### config.mk
export PLATFORM = sky130hd
export DESIGN_NAME = conv_pwr_seq
export DESIGN_NICKNAME = d
export VERILOG_FILES = /design/src/rtl/conv_seq_pkg.sv /design/src/rtl/seq_pace_timer.sv /design/src/rtl/seq_settle_timer.sv /design/src/rtl/conv_pwr_seq.sv
export SDC_FILE = /design/constraint.sdc
export NUM_CORES = 1
export LEC_CHECK = 0
export ABC_AREA = 1
export BUFFER_PORTS_ARGS = -buffer_cell sky130_fd_sc_hd__buf_4
export CAP_MARGIN = 15
export CORE_ASPECT_RATIO = 1.2
export CORE_MARGIN = 4
export CORE_UTILIZATION = 67
export CTS_CLUSTER_SIZE = 30
export DETAILED_ROUTE_END_ITERATION = 8
export GPL_ROUTABILITY_DRIVEN = 1
export PLACE_DENSITY = 0.85
export SYNTH_ARGS = -nofsm -noshare
export SYNTH_HDL_FRONTEND = slang
export SYNTH_SLANG_ARGS = --single-unit
### constraint.sdc
create_clock -name clk -period 2.9 [get_ports clk]
set_input_delay 0.725 -clock clk [delete_from_list [all_inputs] [get_ports clk]]
set_output_delay 0.725 -clock clk [all_outputs]
set_load 0.005 [all_outputs]
### src/rtl/conv_seq_pkg.sv
package conv_seq_pkg;

    typedef enum logic [1:0] {
        ST_IDLE_NAP     = 2'd0,
        ST_CONVERTING   = 2'd1,
        ST_SLEEP        = 2'd2,
        ST_REF_SETTLING = 2'd3
    } seq_state_e;

    typedef struct packed {
        seq_state_e state;
        logic       discard;
        logic       start;
        logic       valid;
    } seq_regs_t;

endpackage

### src/rtl/seq_pace_timer.sv
module seq_pace_timer #(
    parameter int SLOW_PERIOD = 480_769,
    parameter int FAST_PERIOD = 120_048
) (
    input  logic clk,
    input  logic rst_n,
    input  logic load_i,
    input  logic fast_i,
    output logic expired_o
);
    localparam int MAX_PERIOD = (SLOW_PERIOD > FAST_PERIOD) ? SLOW_PERIOD : FAST_PERIOD;
    localparam int CNT_W      = $clog2(MAX_PERIOD + 1);
    localparam logic [CNT_W-1:0] SLOW_LOAD = CNT_W'(SLOW_PERIOD - 1);
    localparam logic [CNT_W-1:0] FAST_LOAD = CNT_W'(FAST_PERIOD - 1);

    logic [CNT_W-1:0] cnt_d, cnt_q;

    always_comb begin
        cnt_d = cnt_q;
        if (load_i) begin
            cnt_d = fast_i ? FAST_LOAD : SLOW_LOAD;
        end else if (cnt_q != '0) begin
            cnt_d = cnt_q - 1'b1;
        end
    end

    always_ff @(posedge clk or negedge rst_n) begin
        if (!rst_n) begin
            cnt_q <= '0;
        end else begin
            cnt_q <= cnt_d;
        end
    end

    assign expired_o = (cnt_q == '0);

endmodule

### src/rtl/seq_settle_timer.sv
module seq_settle_timer #(
    parameter int SETTLE_CYC = 1_200_000
) (
    input  logic clk,
    input  logic rst_n,
    input  logic restart_i,
    output logic settled_o
);
    localparam int CNT_W = $clog2(SETTLE_CYC + 1);
    localparam logic [CNT_W-1:0] FULL = CNT_W'(SETTLE_CYC);

    logic [CNT_W-1:0] cnt_d, cnt_q;

    always_comb begin
        cnt_d = cnt_q;
        if (restart_i) begin
            cnt_d = FULL;
        end else if (cnt_q != '0) begin
            cnt_d = cnt_q - 1'b1;
        end
    end

    always_ff @(posedge clk or negedge rst_n) begin
        if (!rst_n) begin
            cnt_q <= FULL;
        end else begin
            cnt_q <= cnt_d;
        end
    end

    assign settled_o = (cnt_q == '0);

endmodule

### src/rtl/conv_pwr_seq.sv
module conv_pwr_seq
    import conv_seq_pkg::*;
#(
    parameter int SLOW_PERIOD = 480_769,
    parameter int FAST_PERIOD = 120_048,
    parameter int SETTLE_CYC  = 1_200_000,
    parameter bit WAIT_SETTLE = 1'b1
) (
    input  logic clk,
    input  logic rst_n,
    input  logic speed_fast_i,
    input  logic sleep_req_i,
    input  logic addr_ack_i,
    input  logic conv_done_i,
    output logic conv_en_o,
    output logic ref_en_o,
    output logic conv_start_o,
    output logic data_valid_o
);
    seq_regs_t r_d, r_q;

    logic pace_expired;
    logic settled;
    logic pace_load;
    logic settle_restart;
    logic settle_gate;
    logic begin_conv;

    seq_pace_timer #(
        .SLOW_PERIOD (SLOW_PERIOD),
        .FAST_PERIOD (FAST_PERIOD)
    ) u_pace (
        .clk       (clk),
        .rst_n     (rst_n),
        .load_i    (pace_load),
        .fast_i    (speed_fast_i),
        .expired_o (pace_expired)
    );

    seq_settle_timer #(
        .SETTLE_CYC (SETTLE_CYC)
    ) u_settle (
        .clk       (clk),
        .rst_n     (rst_n),
        .restart_i (settle_restart),
        .settled_o (settled)
    );

    // Variant choice: hold the first conversion for a settled reference,
    // or start at once and let the discard flag mark the result.
    generate
        if (WAIT_SETTLE) begin : g_hold
            assign settle_gate = settled;
        end else begin : g_discard
            assign settle_gate = 1'b1;
        end
    endgenerate

    always_comb begin
        r_d            = r_q;
        r_d.start      = 1'b0;
        r_d.valid      = 1'b0;
        begin_conv     = 1'b0;
        settle_restart = 1'b0;

        unique case (r_q.state)
            ST_IDLE_NAP: begin
                begin_conv = pace_expired;
            end
            ST_CONVERTING: begin
                if (conv_done_i) begin
                    r_d.valid = ~r_q.discard;
                    r_d.state = sleep_req_i ? ST_SLEEP : ST_IDLE_NAP;
                end
            end
            ST_SLEEP: begin
                if (addr_ack_i) begin
                    r_d.state      = ST_REF_SETTLING;
                    settle_restart = 1'b1;
                end
            end
            ST_REF_SETTLING: begin
                begin_conv = settle_gate;
            end
            default: begin
                r_d.state = ST_REF_SETTLING;
            end
        endcase

        if (begin_conv) begin
            r_d.state   = ST_CONVERTING;
            r_d.start   = 1'b1;
            r_d.discard = ~settled;
        end
        pace_load = begin_conv;
    end

    always_ff @(posedge clk or negedge rst_n) begin
        if (!rst_n) begin
            r_q.state   <= ST_REF_SETTLING;
            r_q.discard <= 1'b0;
            r_q.start   <= 1'b0;
            r_q.valid   <= 1'b0;
        end else begin
            r_q <= r_d;
        end
    end

    assign conv_en_o    = (r_q.state == ST_CONVERTING);
    assign ref_en_o     = (r_q.state != ST_SLEEP);
    assign conv_start_o = r_q.start;
    assign data_valid_o = r_q.valid;

endmodule

==> results of run 1 <==
-- cell families (layout without fill, tap and decap cells) --
kind of cell,after synthesis,in the layout
compound gates,27,27
xor+xnor,17,17
fa+ha+maj,7,7
buf+inv,43,58
flops,45,45
simple gates,214,214
-- per-stage QoR --
stage	total power, W	worst slack [ns]	util	cell area (um2)
6_report	0.00115	0.797	0.766	3070
4_1_cts	0.00115	0.807	0.766	3070
2_1_floorplan	0.000641	1.30	-	2820
3_3_place_gp	0.000658	0.998	0.736	2950
3_5_place_dp	0.000659	0.903	0.736	2950
5_1_grt	0.00118	0.686	0.766	3070
-- layout by cell type, fill, tap and decap left out, types with 2 or more instances in the layout --
cell type / instances
nor2_4: 9
nand2_1: 73
nand3b_1: 2
nand3_2: 2
nand2_4: 5
dfstp_2: 10
nand4_4: 2
inv_1: 35
or2_2: 2
nor3_1: 9
o21ai_0: 14
xor2_1: 11
nand3_1: 22
clkbuf_8: 6
xnor2_1: 6
nand4_1: 3
dfrtp_1: 35
nor2_1: 50
nor4_1: 2
or2_0: 2
buf_4: 9
a21oi_1: 10
ha_1: 7
inv_2: 5
nor3b_1: 3
nand2_2: 7
nor3_2: 2
nor2_2: 16
-- routing by layer --
metal,global-route usage,up-vias
li1,-,1144
met1,0.303,1082
met2,0.463,48
met3,0.0467,19
met4,0.136,0
met5,0,-
-- layout make-up --
type / instances / area share
Clock buffer: 6 / 0.0269
Tap cell: 54 / 0.0220
Sequential cell: 45 / 0.371
Clock inverter: 2 / 0.0122
Multi-Input combinational cell: 265 / 0.495
Inverter: 41 / 0.0506
Timing Repair Buffer: 9 / 0.0220
-- how the worst max path moves through the flow --
stage | start | endpoint | slack [ns] | cells after the start
final | r_q[3]$_DFFE_PN1P_ | ref_en_o | 0.80 | 4
after CTS | r_q[3]$_DFFE_PN1P_ | ref_en_o | 0.81 | 4
after global placement | addr_ack_i | u_settle.cnt_q[1]$_DFFE_PN0P_ | 1.0 | 6
after floorplan | r_q[3]$_DFFE_PN1P_ | ref_en_o | 1.30 | 3
after global routing | r_q[3]$_DFFE_PN1P_ | u_settle.cnt_q[1]$_DFFE_PN0P_ | 0.69 | 7
after detailed placement | r_q[3]$_DFFE_PN1P_ | u_settle.cnt_q[1]$_DFFE_PN0P_ | 0.90 | 7
-- registers in the layout (all words and copies together) (netlist names) --
name	flops
u_settle.cnt_q	21
u_pace.cnt_q	19
r_q	3
conv_start_o	1
data_valid_o	1
-- power groups by stage --
stage | registers (W) | logic, W | clock network [W]
2_1_floorplan | 0.000640 | 0.000000915 | 0
3_3_place_gp | 0.000640 | 0.0000188 | 0
3_5_place_dp | 0.000640 | 0.0000191 | 0
4_1_cts | 0.000628 | 0.0000191 | 0.000506
5_1_grt | 0.000628 | 0.0000214 | 0.000532
6_report | 0.000628 | 0.0000180 | 0.000502
-- critical path, cell delays in order (launching register included) --
cell     delay, ns
dfstp_2       0.57
inv_1         0.07
ha_1          0.23
inv_1         0.09
buf_4         0.11
==> impl_results.md, run 1 <==
- Std-Cell Rows: 25
- H-tree lvl count: 2
- Vias: around 2,300
- Leak pwr: 1.53 nW
- Post-synth EDFFs: 0
- CTS Sinks: 45
- Routed wl met3: 171 um
- Die Y-Extent: between 70 and 80 um
- First-pass GRT wire length: between 10 and 15 mm
- R2r setup slk: approximately 0.85 ns
- Antenna violations before repair: 0
- CTS tree: done
- Gr ovfl total: 0
- Critical Path Source Type: flop
- Post-CTS Setup Repair Bufs: 0
- Pwr/cell area: 374 nW/um2
- Synth top area share: 0.311
- Layout Skew: 0.00803 ns
- Finished Layout Cells: 422
- WL met1: 2.42 mm
- Maxcap violations: 0
- Post-Syn Area: 2820 um2
- HPWL after DPL: 4.59 mm
- Hold buffer count at cts: 0
- Seq cells post-synth: 45
- Area fraction in compound gates after synthesis: 0.0502
- Fin. Hold Viols: 0
- Final hold slack: 0.403 ns
- Layout cell share with drive strength beyond 1: 0.217
- Cell with the most instances after synthesis: nand2_1
- Async S/R FF share, synth: 1.00
- CP endpoint kind: output pin
- Clk buf depth: 2
- Worst reg2reg path startpoint: r_q[3]$_DFFE_PN1P_
- Critical Path Fanout Max: 4
- XOR/XNOR Fraction of Synth Area: 0.0528
- Die Wd: around 67 um
- # DRC: 0
- Tmin final: 2.10 ns
- Synth cell types: 34
- Run status: finished, final reports clean
- Worst Hold Class: in2async
- Footprint of the multi-input gates: 1520 um2
- Largest family of logic cells by synthesized area: simple AND/OR/NAND/NOR gates
- NumNets Final: 380
- Setup TNS: 0 ns
- Unrepaired setup endpoints after global routing: false
- Endpoint of the worst register-to-register path: u_settle.cnt_q[1]$_DFFE_PN0P_
- Total die area: approximately 5300 um2
- Cells on worst reg2reg path: 7
- Period Utilization, post-route: 0.725
- PostCTS Resize Cnt: 0
- Post-synthesis mux area share: 0
- Combinational share of power: 0.016
- FF+latch area: 1140 um2
- Slew Viols, Final: 0
- Post-synth net total: 366
- Area grow syn2layout: 8.79%
- Synth Warn #: 0
- Placed cell count: between 400 and 500
- Critical path data arrival time: 1.38 ns
- Final setup viols: 0
- FILL cells: 299
- Sw Share: 0.205
- Initial detailed-routing violation count: 125
- Clock Latency Late Sink: 0.30 ns
- Final WL: ~6.0 mm
- Clk pwr share: 0.437
- Placeable Area: about 4000 um2
- Antenna cells: 0
- Initial Utilization: 0.704
- Commonest cells in the netlist: nand2_1 (73), nor2_1 (50), dfrtp_1 (35), inv_1 (35), nand3_1 (22)
- CTS clock-pin slew for the worst setup and hold paths: 0.09 ns
- Share of power burned in registers: 0.547
- Crit Path Class: reg2out
- Register area share after synthesis: 0.404
- Syn avg cell area: about 8 um2
- Top Layer Used: met4
- Clock buffer count from CTS: 5
- Top_reg_cell synth: dfrtp_1
- Dominant cell type by area after synthesis: dfrtp_1
- Largest vdd supply drop: 0.375 mV
- Int Power: 0.000912 W
- Max frequency: 0.475 GHz
- Simple logic cell fraction of the synthesized area: 0.404
- Required time worst endpoint: 2.17 ns
- Slew @ Worst Pin: 0.557 ns
- Buffers on Ports: 9
- Vias in the first global route: 2,353
- Largest net degree at the start of global routing: 46
- Rel. slew slack: 0.629
- Gr usage total: 0.265
- Metal2 WL: 3.23 mm
- Vias per cell: ~5.4
- DR WL/cell: 14.3 um
- DR pass1 iterations: 6
- Final antenna-violating net count: 0
- Sw Pwr: 0.000235 W
- GP Congestion: 0.942
- Post-Syn Instances: 353
- # IOs: 10
- Clock root cell: clkbuf_8
- Post-synthesis adder-cell area fraction: 0.0311
- Synth top area cells: dfrtp_1 (31%), nand2_1 (9.7%), dfstp_2 (9.3%)
(Power assumes the default switching activity.)
==> run 2: changes to the inputs <==
- ABC_AREA: 1 -> 0
- CORE_UTILIZATION: 67 -> 55
- PLACE_DENSITY: 0.85 -> 0.75
- clock period: 2.9 -> 1.85 ns (I/O delays scaled with it)
==> run 2 against run 1 <==
Against the previous run: the run now ends with negative setup slack left; sequential share of layout area shrank 6.7 points; wire length is 36% higher; core utilization grew 9.8 points; worst setup slack got worse by 1.0 ns; register-to-register slack got worse by 1.1 ns; first-iteration DRC count is 84% higher; clock skew is 0.0031 ns lower.
==> impl_results.md, run 2 <==
- Clock buffer count from CTS: 5 (unchanged)
- Largest vdd supply drop: 0.706 mV (+88%)
- Leak pwr: 1.59 nW (+4.0%)
- Total power: 0.00233 W (+100%)
- CTS Sinks: 45 (unchanged)
- Layout cell share with drive strength beyond 1: 0.499 (+0.281)
- Die Wd: 69.8 um (+3.8%)
- Commonest non-fill, non-tap cell in the layout: buf_4
- HPWL after DPL: 4.87 mm (+6.0%)
- Syn avg cell area: 9.88 um2 (+24%)
- Cell family with most CP delay: simple AND/OR/NAND/NOR gates
- Largest net degree at the start of global routing: 46 (unchanged)
- Area grow syn2layout: 48.3%
- Max reg flops: 21 (unchanged)
- Critical Path Source Type: flop
- Post-Syn Instances: 255 (-28%)
- Final Worst Setup Slack: -0.217 ns (-1.01 ns)
- Most frequent cells in the layout: buf_4 (85), dfrtp_1 (35), nor2_1 (25), nand2_1 (18), xnor2_1 (16)
- Register area share after synthesis: 0.452 (+0.0480)
- Vias: 2,549 (+11%)
- Final WL: 8.21 mm (+36%)
- Post-synth EDFFs: 0 (unchanged)
- Maxcap violations: 0 (unchanged)
- Critical Path Fanout Max: 8 (+4)
- Initial Utilization: 0.582 (-0.122)
- H-tree lvl count: 2 (unchanged)
- Synth top area share: 0.348 (+0.0369)
- Placeable Area: 4330 um2 (+8.1%)
- DP Area: 3250 um2 (+10%)
- Vias per cell: 6.23 (+15%)
- Seq cells post-synth: 45 (unchanged)
- Clock Latency Late Sink: 0.30 ns (about the same)
- CTS clock-pin slew for the worst setup and hold paths: 0.09 ns (about the same)
- Pwr/cell area: 624 nW/um2 (+67%)
- Final antenna-violating net count: 0 (unchanged)
- Rel. slew slack: 0.608 (-0.0202)
- Synth cell types: 51 (+50%)
- CP endpoint kind: flop
- Slowest CP cell: or4_4
- Required time worst endpoint: 2.03 ns (-0.14 ns)
- Post-Syn Area: 2520 um2 (-11%)
- Slew @ Worst Pin: 0.587 ns (+0.0303 ns)
- Buffers on Ports: 9 (unchanged)
- Setup TNS: -5.73 ns (-5.73 ns)
- Layout Skew: 0.00491 ns (-0.00312 ns)
- Gr ovfl total: 0 (unchanged)
- Post-synth net total: 268 (-27%)
- Critical path data arrival time: 2.25 ns (+0.87 ns)
- Total die area: 5730 um2 (+7.9%)
- CTS tree: done
- Crit Path Class: reg2reg
- Std-Cell Rows: 26 (+4.0%)
- # DRC: 0 (unchanged)
- Tmin final: 2.07 ns
- Dominant cell type by area after synthesis: dfrtp_1
- Slew Viols, Final: 0 (unchanged)
- NumNets Final: 365 (-3.9%)
- Clock root cell: clkbuf_8
- Failing checks: negative setup slack
- First-pass GRT wire length: 12.6 mm (+19%)
- Async S/R FF share, synth: 1.00 (unchanged)
- Period Utilization, post-route: 1.12
- Vias in the first global route: 2,671 (+14%)
- DR pass1 iterations: 5 (-1)
- # IOs: 10 (unchanged)
- Unrepaired setup endpoints after global routing: true
- Run status: finished with violations
- Die Y-Extent: 82.1 um (+3.9%)
- Max frequency: slightly below 0.5 GHz
- Post-route cell area: 3740 um2 (+22%)
- Antenna cells: 0 (unchanged)
- Largest registers: u_settle.cnt_q x21, u_pace.cnt_q x19, r_q x3
- GP Congestion: 0.874 (-7.2%)
- Crit path largest cell delay: 0.59 ns (+0.02 ns)
- DR WL/cell: 20.1 um (+40%)
- Synth top area cells: dfrtp_1 (35%), dfstp_2 (10%), xnor2_1 (5.9%)
- Critical path buffers and inverters: 1 (-2)
- Antenna violations before repair: 0 (unchanged)
- Top_reg_cell synth: dfrtp_1
- Synth Warn #: 0 (unchanged)
- Commonest cells in the netlist: dfrtp_1 (35), nor2_1 (31), nand2_1 (20), xnor2_1 (17), xor2_1 (12)
- Cell with the most instances after synthesis: dfrtp_1
- Worst Hold Class: in2async
- Biggest register: u_settle.cnt_q
- Dpl ws: -0.313 ns (-1.22 ns)
- Initial detailed-routing violation count: 230 (+84%)
- Gr usage total: 0.284 (+0.0183)
- Crit-path cells: or4_4 -> nor4_4 -> nand4_1 -> o21ai_4 -> buf_12 -> o21bai_1
- Final setup viols: 43 (+43)
- Fin. Hold Viols: 0 (unchanged)
- Clk buf depth: 2 (unchanged)
-- run 2: cell types whose count changed in the layout (fill, tap and decap cells not counted), sizes merged, moves of 6 or more --
cell	delta
nand2	-65
buf	+86
nand4	+6
nor2	-45
nand3	-18
nor4	+8
xnor2	+11
inv	-30
or4	+6
-- run 2: where the power goes --
part | internal, W | total (W) | switching, W
Combinational | 0.000277 | 0.000545 | 0.000267
Clock | 0.000263 | 0.000611 | 0.000348
Sequential | 0.00107 | 0.00118 | 0.000109
Total | 0.00161 | 0.00233 | 0.000725
-- run 2: logic make-up (layout without fill, tap and decap cells) --
group,after synthesis,after routing,share of synthesized area
AND/OR/NAND/NOR,116,116,0.267
flip-flops,45,45,0.452
AO/OA/AOI/OAI,41,41,0.111
XOR/XNOR,29,29,0.101
buffers and inverters,15,113,0.0248
adder cells (fa/ha/maj),7,7,0.0348
multiplexers,2,2,0.00894
-- run 2: layer usage --
metal,routed length (um),global-route usage
met1,2880,0.297
met2,4400,0.535
met3,326,0.0400
met4,604,0.186
met5,0,0
-- run 2: stage by stage --
stage / utilization / cells / hold WS, ns
after global placement: 0.750 / 386 / 0.452
after CTS: 0.820 / 402 / 0.170
final: 0.864 / 409 / 0.155
after global routing: 0.864 / 409 / 0.195
after detailed placement: 0.750 / 386 / 0.456
after floorplan: - / 255 / 0.167
-- run 2: cell type report --
| type | count | area, um2 |
|---|---|---|
| Multi-Input combinational cell | 195 | 1640 |
| Sequential cell | 45 | 1140 |
| Timing Repair Buffer | 95 | 768 |
| Fill cell | 225 | 591 |
| Clock buffer | 6 | 72.6 |
| Tap cell | 56 | 70.1 |
| Inverter | 10 | 40.0 |
| Clock inverter | 2 | 10.0 |
-- run 2: worst paths after layout --
check	from	end	slack, ns	cells after the start
worst min-delay path	rst_n	u_settle.cnt_q[6]$_DFFE_PN0P_	0.16	1
worst max-delay path	u_settle.cnt_q[17]$_DFFE_PN1P_	u_pace.cnt_q[18]$_DFFE_PN0P_	-0.22	6
worst max register to register	u_settle.cnt_q[17]$_DFFE_PN1P_	u_pace.cnt_q[18]$_DFFE_PN0P_	-0.22	6
min in group clk	conv_done_i	data_valid_o$_DFF_PN0_	0.41	3
worst min register to register	r_q[2]$_DFFE_PN0P_	data_valid_o$_DFF_PN0_	0.49	1
max in group asynchronous	rst_n	u_pace.cnt_q[0]$_DFFE_PN0P_	1.30	1
-- run 2: timing repair --
item | 4_1_cts | 5_1_grt
setup endpoints to repair | 44 | 46
hold buffers | 0 | 0
setup buffers | 8 | 8
pin swaps | 21 | 15
gates resized for setup | 43 | 32
-- run 2: worst reg2reg max path, stage by stage (launching register included) --
cell	delay, ns
dfstp_2	0.39
or4_4	0.59
nor4_4	0.22
nand4_1	0.28
o21ai_4	0.23
buf_12	0.17
o21bai_1	0.07
==> run 3: changes to the inputs <==
- CORE_UTILIZATION: 55 -> 30
- PLACE_DENSITY: 0.75 -> 0.46
==> run 3 against run 2 <==
Against the previous run: the flow still finishes with violations (negative setup slack); combinational power down 1%; largest power group unchanged; final area is 5.6% higher; largest cell class unchanged; die area increased by 73%; clock-buffer cell count rose by 2; sequential cell count unchanged; total power fell by 0.71%; via count decreased by 10%; sequential power is essentially flat; global-route usage decreased by 13 points; worst setup slack gained 0.023 ns.
==> impl_results.md, run 3 (synthesis results as in run 2) <==
- Fin. Hold Viols: 0 (unchanged)
- Largest registers: u_settle.cnt_q x21, u_pace.cnt_q x19, r_q x3
- Worst Hold Class: in2async
- Required time worst endpoint: 2.09 ns (+0.06 ns)
- Slew Viols, Final: 0 (unchanged)
- Clk buf depth: 2 (unchanged)
- Vias: 2,285 (-10%)
- Most frequent cells in the layout: buf_4 (94), dfrtp_1 (35), nor2_1 (25), nand2_1 (19), xnor2_1 (14)
- Critical Path Fanout Max: 5 (-3)
- Crit path largest cell delay: 0.57 ns (-0.02 ns)
- Crit Path Class: reg2reg
- Largest vdd supply drop: 0.419 mV (-41%)
- Critical Path Source Type: flop
- Tmin final: 2.04 ns (-0.0232 ns)
- Commonest non-fill, non-tap cell in the layout: buf_4
- Final Worst Setup Slack: -0.194 ns (+0.0232 ns)
- Buffers on Ports: 9 (unchanged)
- Period Utilization, post-route: 1.10 (-0.0126)
- Maxcap violations: 0 (unchanged)
- Die Wd: 91.6 um (+31%)
- Crit-path cells: or4_4 -> buf_6 -> nor4_4 -> nand4_1 -> o21ai_4 -> buf_6 -> a211o_1
- Final antenna-violating net count: 0 (unchanged)
- Post-route cell area: 3950 um2 (+5.6%)
- First-pass GRT wire length: 11.8 mm (-6.8%)
- Slew @ Worst Pin: 0.628 ns (+0.0406 ns)
- H-tree lvl count: 2 (unchanged)
- Unrepaired setup endpoints after global routing: true
- Vias per cell: 4.78 (-23%)
- Std-Cell Rows: 36 (+38%)
- Layout Skew: 0.00581 ns (+0.000902 ns)
- Max reg flops: 21 (unchanged)
- # IOs: 10 (unchanged)
- Initial Utilization: 0.309 (-0.273)
- Total die area: 9930 um2 (+73%)
- Biggest register: u_settle.cnt_q
- Leak pwr: 1.64 nW (+3.1%)
- Failing checks: negative setup slack
- Footprint of the multi-input gates: 1700 um2 (+3.7%)
- DR pass1 iterations: 4 (-1)
- Clock root cell: clkbuf_8
- CTS clock-pin slew for the worst setup and hold paths: 0.08 ns (about the same)
- Rel. slew slack: 0.581 (-0.0273)
- CTS Sinks: 45 (unchanged)
- Placeable Area: 8150 um2 (+88%)
- FF+latch area: 1140 um2 (unchanged)
- Final setup viols: 41 (-4.7%)
- FILL cells: 756 (+240%)
- Largest net degree at the start of global routing: 46 (unchanged)
- HPWL after DPL: 4.99 mm (+2.6%)
- Run status: finished with violations
- Final WL: 7.12 mm (-13%)
- Slowest CP cell: or4_4
- GP Congestion: 0.844 (-3.4%)
- Antenna cells: 0 (unchanged)
- CTS tree: done
- Gr usage total: 0.152 (-0.131)
- Clock buffer count from CTS: 5 (unchanged)
- DR WL/cell: 14.9 um (-26%)
- Placed cell count: 451 (+17%)
- Most used cell, CP: buf_6
- Max frequency: 0.489 GHz (+1.1%)
- # DRC: 0 (unchanged)
- Layout cell share with drive strength beyond 1: 0.514 (+0.0152)
- Area grow syn2layout: 56.7%
- Die Y-Extent: 108 um (+32%)
- Initial detailed-routing violation count: 30 (-87%)
- Antenna violations before repair: 0 (unchanged)
- Finished Layout Cells: 478 (+17%)
- Clock Latency Late Sink: 0.30 ns (about the same)
- DP Area: 3350 um2 (+3.1%)
- CP endpoint kind: flop
- Vias in the first global route: 2,381 (-11%)
- Critical path data arrival time: 2.29 ns (+0.04 ns)
- Pwr/cell area: 587 nW/um2 (-6.0%)
- NumNets Final: 376 (+3.0%)
- Gr ovfl total: 0 (unchanged)
run 3: worst paths after layout:
check | start | endpoint | slack [ns] | depth (start not counted)
min | rst_n | u_settle.cnt_q[12]$_DFFE_PN0P_ | 0.16 | 1
min in group clk | conv_done_i | data_valid_o$_DFF_PN0_ | 0.39 | 3
max reg2reg | u_settle.cnt_q[17]$_DFFE_PN1P_ | u_pace.cnt_q[14]$_DFFE_PN0P_ | -0.19 | 7
max in group asynchronous | rst_n | r_q[2]$_DFFE_PN0P_ | 1.28 | 1
max | u_settle.cnt_q[17]$_DFFE_PN1P_ | u_pace.cnt_q[14]$_DFFE_PN0P_ | -0.19 | 7
min reg2reg | r_q[2]$_DFFE_PN0P_ | data_valid_o$_DFF_PN0_ | 0.46 | 1
run 3: area by class of cell:
cell class                      instances  share of cell area
Multi-Input combinational cell        195               0.430
Sequential cell                        45               0.289
Timing Repair Buffer                  106               0.215
Tap cell                              114              0.0361
Clock buffer                            8              0.0203
Inverter                               10             0.00951
run 3: power breakdown:
group	switching, W	internal, W	leakage [nW]
Combinational	0.000245	0.000294	1.08
Clock	0.000338	0.000269	0.0395
Sequential	0.000102	0.00107	0.512
Total	0.000685	0.00163	1.64
run 3: routing by layer:
layer	up-vias	wire (um)	track usage	part of all wire
li1	1138	-	-	-
met1	1117	2940	0.171	0.41
met2	20	3920	0.286	0.55
met3	10	141	0.0257	0.020
met4	0	111	0.0582	0.016
met5	-	0	0	0
run 3: through the flow:
stage          power (W)  worst slack (ns)  hold WS, ns   util  setup TNS, ns
2_1_floorplan    0.00141            -0.158        0.167      -          -2.23
3_3_place_gp     0.00167            -0.323        0.461  0.410          -7.20
3_5_place_dp     0.00167            -0.311        0.460  0.410          -7.46
4_1_cts          0.00233            -0.210        0.184  0.466          -5.16
5_1_grt          0.00245            -0.313        0.197  0.484          -8.29
6_report         0.00232            -0.194        0.161  0.484          -4.33
run 3: critical path, delay by kind of cell (launching register included):
| kind | cells | cell delay, ns |
|---|---|---|
| simple gates | 3 | 0.95 |
| flops | 1 | 0.38 |
| compound gates | 2 | 0.34 |
| buf+inv | 2 | 0.31 |
run 3: what timing repair did:
item / in CTS / in global routing
resized for setup: 58 / 21
hold buffers: 0 / 0
endpoints found under the setup margin: 45 / 46
setup buffers: 16 / 6
pin swaps: 26 / 22
endpoints found under the hold margin: 0 / 0
